**src/rtl/sinc_pkg.sv**
```systemverilog
package sinc_pkg;
  localparam int SAMPLE_W   = 16;
  localparam int CIC_ORDER  = 2;
  localparam int LOG_R_NORM = 4;
  localparam int LOG_R_DBL  = 3;
  localparam int OS_DIV     = 6;

  typedef enum logic {
    RATE_NORMAL = 1'b0,
    RATE_DOUBLE = 1'b1
  } rate_mode_e;
endpackage

```
**src/rtl/sinc_strobe_gen.sv**
```systemverilog
module sinc_strobe_gen #(
  parameter int DIV = 6
) (
  input  logic clk,
  input  logic rst,
  output logic tick
);
  localparam int CW = (DIV > 1) ? $clog2(DIV) : 1;
  localparam logic [CW-1:0] LAST = CW'(DIV - 1);

  logic [CW-1:0] cnt_q;

  always_ff @(posedge clk) begin
    if (rst) begin
      cnt_q <= '0;
    end else if (cnt_q == LAST) begin
      cnt_q <= '0;
    end else begin
      cnt_q <= cnt_q + 1'b1;
    end
  end

  assign tick = (cnt_q == LAST) && !rst;
endmodule

```
**src/rtl/sinc_comb_chain.sv**
```systemverilog
module sinc_comb_chain #(
  parameter int W     = 24,
  parameter int ORDER = 2
) (
  input  logic                clk,
  input  logic                rst,
  input  logic                clr,
  input  logic                load,
  input  logic signed [W-1:0] din,
  output logic signed [W-1:0] dout
);
  logic signed [W-1:0] stg [ORDER+1];

  assign stg[0] = din;

  for (genvar i = 0; i < ORDER; i++) begin : g_stage
    logic signed [W-1:0] dly_q;

    always_ff @(posedge clk) begin
      if (rst || clr) begin
        dly_q <= '0;
      end else if (load) begin
        dly_q <= stg[i];
      end
    end

    assign stg[i+1] = stg[i] - dly_q;
  end

  always_ff @(posedge clk) begin
    if (rst || clr) begin
      dout <= '0;
    end else if (load) begin
      dout <= stg[ORDER];
    end
  end
endmodule

```
**src/rtl/sinc_integ_chain.sv**
```systemverilog
module sinc_integ_chain #(
  parameter int W     = 24,
  parameter int ORDER = 2
) (
  input  logic                clk,
  input  logic                rst,
  input  logic                clr,
  input  logic                step,
  input  logic signed [W-1:0] inj,
  output logic signed [W-1:0] sum_next
);
  logic signed [W-1:0] nxt [ORDER+1];

  assign nxt[0] = inj;

  for (genvar i = 0; i < ORDER; i++) begin : g_stage
    logic signed [W-1:0] acc_q;

    assign nxt[i+1] = acc_q + nxt[i];

    always_ff @(posedge clk) begin
      if (rst || clr) begin
        acc_q <= '0;
      end else if (step) begin
        acc_q <= nxt[i+1];
      end
    end
  end

  assign sum_next = nxt[ORDER];
endmodule

```
**src/rtl/sinc_interp.sv**
```systemverilog
module sinc_interp
  import sinc_pkg::*;
#(
  parameter int IN_W   = SAMPLE_W,
  parameter int ORDER  = CIC_ORDER,
  parameter int LOG_RN = LOG_R_NORM,
  parameter int LOG_RD = LOG_R_DBL,
  parameter int DIV    = OS_DIV
) (
  input  logic            clk,
  input  logic            rst,
  input  logic            double_mode,
  input  logic            in_valid,
  input  logic [IN_W-1:0] in_data,
  output logic            out_valid,
  output logic [IN_W-1:0] out_data
);
  localparam int WW    = IN_W + ORDER * LOG_RN;
  localparam int SH_N  = (ORDER - 1) * LOG_RN;
  localparam int SH_D  = (ORDER - 1) * LOG_RD;

  rate_mode_e          mode_q;
  logic                clr;
  logic                tick;
  logic                pend_q;
  logic                load;
  logic signed [WW-1:0] din_ext;
  logic signed [WW-1:0] comb_q;
  logic signed [WW-1:0] inj;
  logic signed [WW-1:0] sum_next;

  assign clr     = (rate_mode_e'(double_mode) != mode_q);
  assign load    = in_valid && !clr;
  assign din_ext = WW'($signed(in_data));
  assign inj     = pend_q ? comb_q : '0;

  sinc_strobe_gen #(.DIV(DIV)) u_strobe (
    .clk  (clk),
    .rst  (rst),
    .tick (tick)
  );

  sinc_comb_chain #(.W(WW), .ORDER(ORDER)) u_comb (
    .clk  (clk),
    .rst  (rst),
    .clr  (clr),
    .load (load),
    .din  (din_ext),
    .dout (comb_q)
  );

  sinc_integ_chain #(.W(WW), .ORDER(ORDER)) u_integ (
    .clk      (clk),
    .rst      (rst),
    .clr      (clr),
    .step     (tick),
    .inj      (inj),
    .sum_next (sum_next)
  );

  always_ff @(posedge clk) begin
    if (rst) begin
      mode_q <= rate_mode_e'(double_mode);
    end else begin
      mode_q <= rate_mode_e'(double_mode);
    end
  end

  always_ff @(posedge clk) begin
    if (rst || clr) begin
      pend_q <= 1'b0;
    end else if (in_valid) begin
      pend_q <= 1'b1;
    end else if (tick) begin
      pend_q <= 1'b0;
    end
  end

  always_ff @(posedge clk) begin
    if (rst) begin
      out_valid <= 1'b0;
    end else begin
      out_valid <= tick;
    end
  end

  always_ff @(posedge clk) begin
    if (rst || clr) begin
      out_data <= '0;
    end else if (tick) begin
      if (mode_q == RATE_DOUBLE) begin
        out_data <= IN_W'(sum_next >>> SH_D);
      end else begin
        out_data <= IN_W'(sum_next >>> SH_N);
      end
    end
  end
endmodule

```
**config.mk**
```make
export PLATFORM = sky130hd
export DESIGN_NAME = sinc_interp
export DESIGN_NICKNAME = d
export VERILOG_FILES = /design/src/rtl/sinc_pkg.sv /design/src/rtl/sinc_strobe_gen.sv /design/src/rtl/sinc_comb_chain.sv /design/src/rtl/sinc_integ_chain.sv /design/src/rtl/sinc_interp.sv
export SDC_FILE = /design/constraint.sdc
export NUM_CORES = 1
export LEC_CHECK = 0
export BUFFER_PORTS_ARGS = -buffer_cell sky130_fd_sc_hd__buf_2
export CAP_MARGIN = 15
export CORE_MARGIN = 1.5
export CORE_UTILIZATION = 50
export CTS_CLUSTER_DIAMETER = 60
export DETAILED_ROUTE_END_ITERATION = 8
export PLACE_DENSITY = 0.67
export SETUP_SLACK_MARGIN = 0.3
export SLEW_MARGIN = 20
export SYNTH_ARGS = -nofsm -noshare
export SYNTH_HDL_FRONTEND = slang
export SYNTH_HIERARCHICAL = 1
export SYNTH_SLANG_ARGS = --single-unit
```
**constraint.sdc**
```tcl
create_clock -name clk -period 7.1 [get_ports clk]
set_input_delay 0.71 -clock clk [delete_from_list [all_inputs] [get_ports clk]]
set_output_delay 0.71 -clock clk [all_outputs]
set_load 0.005 [all_outputs]
```
# Word level (Yosys, flattened, before mapping)
# Cells that the tools add are included.
[classes]
reduce_logical = 7
n_eq_ne = 2
n_mux = 4
add_sub_neg = 5
[op_table]
columns = ["cell", "count"]
rows = [
  ["$add A24 B24 Y24", 2],
  ["$mux W24", 1],
  ["$sub A24 B24 Y24", 1],
  ["$sub A16 B16 Y17", 1],
  ["$mux W16", 1],
  ["$add A3 B1 Y3 const B", 1],
  ["$eq A3 B3 Y1 const B", 1],
  ["$logic_and A1 B1 Y1", 2],
  ["$logic_not A1 Y1", 2],
  ["$mux W1", 2],
  ["$reduce_bool A2 Y1", 1],
  ["$reduce_or A2 Y1", 1],
  ["$logic_or A1 B1 Y1", 1],
  ["$ne A1 B1 Y1", 1],
]
[totals]
regBits = 134
inputBits = 20
wordCells = 28
output_inout_bits = 17

# Longest topological paths before layout
[depth]
word_depth = 4
depth_mapped = 22
mapped_depth_nobuf = 21

# By module
# Netlist, hierarchy kept.
[modules_own_cells]
columns = ["module", "cells_each", "seq_area_each_um2", "area_per_inst_um2", "instances"]
rows = [
  ["sinc_comb_chain", 624, 1441.4, 5111.2, 1],
  ["sinc_integ_chain", 489, 960.9, 4113.9, 1],
  ["sinc_interp", 108, 380.4, 1094.8, 1],
  ["sinc_strobe_gen", 14, 60.1, 135.1, 1],
]

# Least setup slack after synthesis
# OpenSTA, ideal clock, no wires.
[synth_path]
path_kind = "register to register"
from = "register pend_q"
to = "register u_integ.g_stage[1].acc_q[23]"
n_path_buf = 0
setup_time_ns = 0.127
required_time_ns = 6.973
stages_incl_launch_ff = 22
t_arrival_ns = 4.345
period_less_slack_ns = 4.472
path_slack_ns = 2.628
path_cell_list = "dfxtp_1 and2_1 ha_1 inv_1 fa_1 and2b_1 o211ai_1 a31oi_1 a211oi_1 a2111oi_0 o41ai_1 o21ai_0 xor2_1 ha_1 a21oi_1 o22ai_1 a211oi_1 o311ai_2 xnor2_1 xnor3_1 mux2i_1 nor2_1"
[synth_lines]
columns = ["element", "line", "rtl"]
rows = [
  ["start: declaration", "sinc_interp.sv:25", "logic pend_q;"],
  ["start signal: assignment", "sinc_interp.sv:71", "pend_q <= 1'b0;"],
  ["start signal: assignment", "sinc_interp.sv:73", "pend_q <= 1'b1;"],
  ["start signal: assignment", "sinc_interp.sv:75", "pend_q <= 1'b0;"],
  ["end signal: assignment", "sinc_integ_chain.sv:25", "acc_q <= nxt[i+1];"],
  ["end: declaration", "sinc_integ_chain.sv:17", "logic signed [W-1:0] acc_q;"],
]

==> impl_metrics.yaml <==
grt:
  grt_pass1_vias: 6292
  gr-usage-met3_pct: 4.15
  overflow: 0
  met1_usage_pct: 24.3
  grt_max_degree: 76
  gr-usage-met2_pct: 32.4
  antenna_found_initial: 0
  top_usage_layer: "met2"
  track_usage_pct: 19.1
  grt_pass1_wl_mm: 28.7
placed_design:
  dp_slack_ps: 2060
  placed_cell_area_mm2: 0.00888
  dp.cells: 1221
  place.port_buffers: 36
  place.detailed.hpwl_mm: 11.9
  place_congestion: 0.885
clocking:
  clk_pin_slew_ps: 50
  cts_tree: "yes"
  cts_buffers: 17
  cts_resized: 0
  ctsHoldBuffers: 0
  clk_root_buffer_cell: "clkbuf_16"
  cts_sinks: 122
  cts_buffer_depth: 2
  clock_latency_ps: 410
  cts_post_setup_buffers_inserted: 0
  h-tree-depth: 4
critical_path:
  critPathMaxFanout: 21
  criticalPathCategory: "reg -> reg"
  crit_start: "pend_q"
  r2r_end: "out_data[13]"
  worst_setup_path_start_kind: "flip-flop"
  endpoint: "out_data[13]"
  timing.rr.start: "pend_q"
  worstPathRequired_ps: 7410
  rr_worst_depth: 21
  crit_arrival_ps: 5350
  endpoint_kind: "flip-flop"
  reg2reg_slack_ps: 2050
route:
  drt-vias-per-instance: 5.41
  drt-initial-drc-count: 331
  wirelength_mm: 16.8
  drt_first_pass_iters: 5
  wl_per_cell_um: 13.4
  drcViolationCount: 0
  vias: 6771
  antenna_left: 0
timing:
  fmax_mhz: 198
  finalSetupViolations: 0
  rsz0062_at_grt: "no"
  tns_ps: 0
  period_minus_slack_ps: 5050
  tightest_slew_ps: 1060
  slew_violations: 0
  relSlewSlack_pct: 29.4
  hold_viol: 0
  fin_ws_ps: 2050
  period_share_pct: 71.1
  fin_worst_skew_ps: 8.26
layout:
  finish.utilization_pct: 55.2
  fin_area_mm2: 0.00948
  diodes: 0
  layoutNonFillerInstCount: 1252
  layout-drive-gt1-share_pct: 10.3
  nets: 1122
  areaGrowthSynthToFinish_pct: 8.50
die:
  core_area_mm2: 0.0172
  die_area_mm2: 0.0183
  die_h_um: 135
  ios: 37
  start_util_pct: 50.8
  dieWidth_um: 135
  rows: 48
logic_synthesis:
  synth_cells: 1022
  yosys_warnings: 6
  synth_fp_nets: 1129
  synth_area_mm2: 0.00873
  syn_area_per_cell_um2: 8.55
power:
  sw_frac_of_total_pct: 27.5
  pwr-share-clk_pct: 43.2
  p_comb_share_pct: 20.4
  powerDensity_mw_per_mm2: 208
  p_leak_nw: 3.79
  power_frac_seq_pct: 36.4
  switchingPower_uw: 542
  vdd_drop_max_uv: 162
  p_int_mw: 1.43
worst_hold_path:
  hp-class: "reg -> reg"
run_status:
  outcome: "completed"
flow_run:
  drv_cap: 0
## sequential cells by signal, summed over array words and instances (netlist names)
| name | count |
|---|---|
| u_comb/g_stage.dly_q | 40 |
| out_valid | 1 |
| out_data | 16 |
| mode_q | 1 |
| u_comb/dout | 20 |
| u_integ/g_stage.acc_q | 40 |
| pend_q | 1 |
| u_strobe/cnt_q | 3 |
## critical path, cell delays in order (launching register included)
cell and delay, ps:
dfxtp_1 580, and2_1 200, ha_1 190, inv_1 60
fa_1 400, and2b_1 230, o211ai_1 100, a21boi_0 270
nor3_1 130, o21ai_0 170, nor2_1 70, xnor2_1 190
ha_1 320, and3_1 210, and4_1 180, and3_1 170
or3_4 340, a21o_1 180, a21oi_1 180, xnor2_1 210
mux2i_1 150, a2111oi_2 390
## power by group through the flow
stage	combinational, mW	clock, mW	sequential (mW)
floorplan	0.336	0	0.724
global placement	0.395	0	0.729
detailed placement	0.398	0	0.730
CTS	0.402	0.874	0.715
global route	0.446	0.904	0.718
finish	0.402	0.851	0.715
## worst min path at each step
stage	slack, ps	startpoint	depth (start not counted)	to
final	440	u_comb/dout[16]	2	u_comb/dout[16]
after global routing	450	double_mode	1	mode_q
after CTS	450	u_comb/dout[16]	2	u_comb/dout[16]
after detailed placement	440	u_comb/dout[16]	2	u_comb/dout[16]
after global placement	440	u_comb/dout[17]	2	u_comb/dout[17]
after floorplan	420	u_comb/dout[16]	2	u_comb/dout[16]
## cell type report
class / count / area [um^2]
inverter: 65 / 244
timing repair buffer: 39 / 203
sequential: 122 / 2440
multi-input combinational: 770 / 5710
clock inverter: 5 / 56.3
clock buffer: 26 / 539
fill: 1610 / 7700
tap: 225 / 282
## layout by cell type, fill, tap and decap left out, drive strengths merged, types with 10 or more instances in the layout
cell type  instances
and3              11
xor2              15
a211oi            23
clkbuf            26
nor3              16
ha                83
buf               39
nor2             159
xnor2             45
nand3             10
a21o              22
dfxtp            122
and2              21
a2111oi           19
o21a              16
nand2             37
a21oi             58
mux2i             92
o21ai             41
inv               65
## routing by layer
layer	part of all wire [%]	routed length [um]
met5	0	0
met2	46	7740
met3	3.1	519
met1	50	8350
met4	1.1	191
## metrics by stage
stage	total power, mW	hold slack (ps)
2_1_floorplan	1.06	417
3_3_place_gp	1.12	437
3_5_place_dp	1.13	437
4_1_cts	1.99	449
5_1_grt	2.07	450
6_report	1.97	444
No activity file was read; power rests on OpenSTA's default activity.
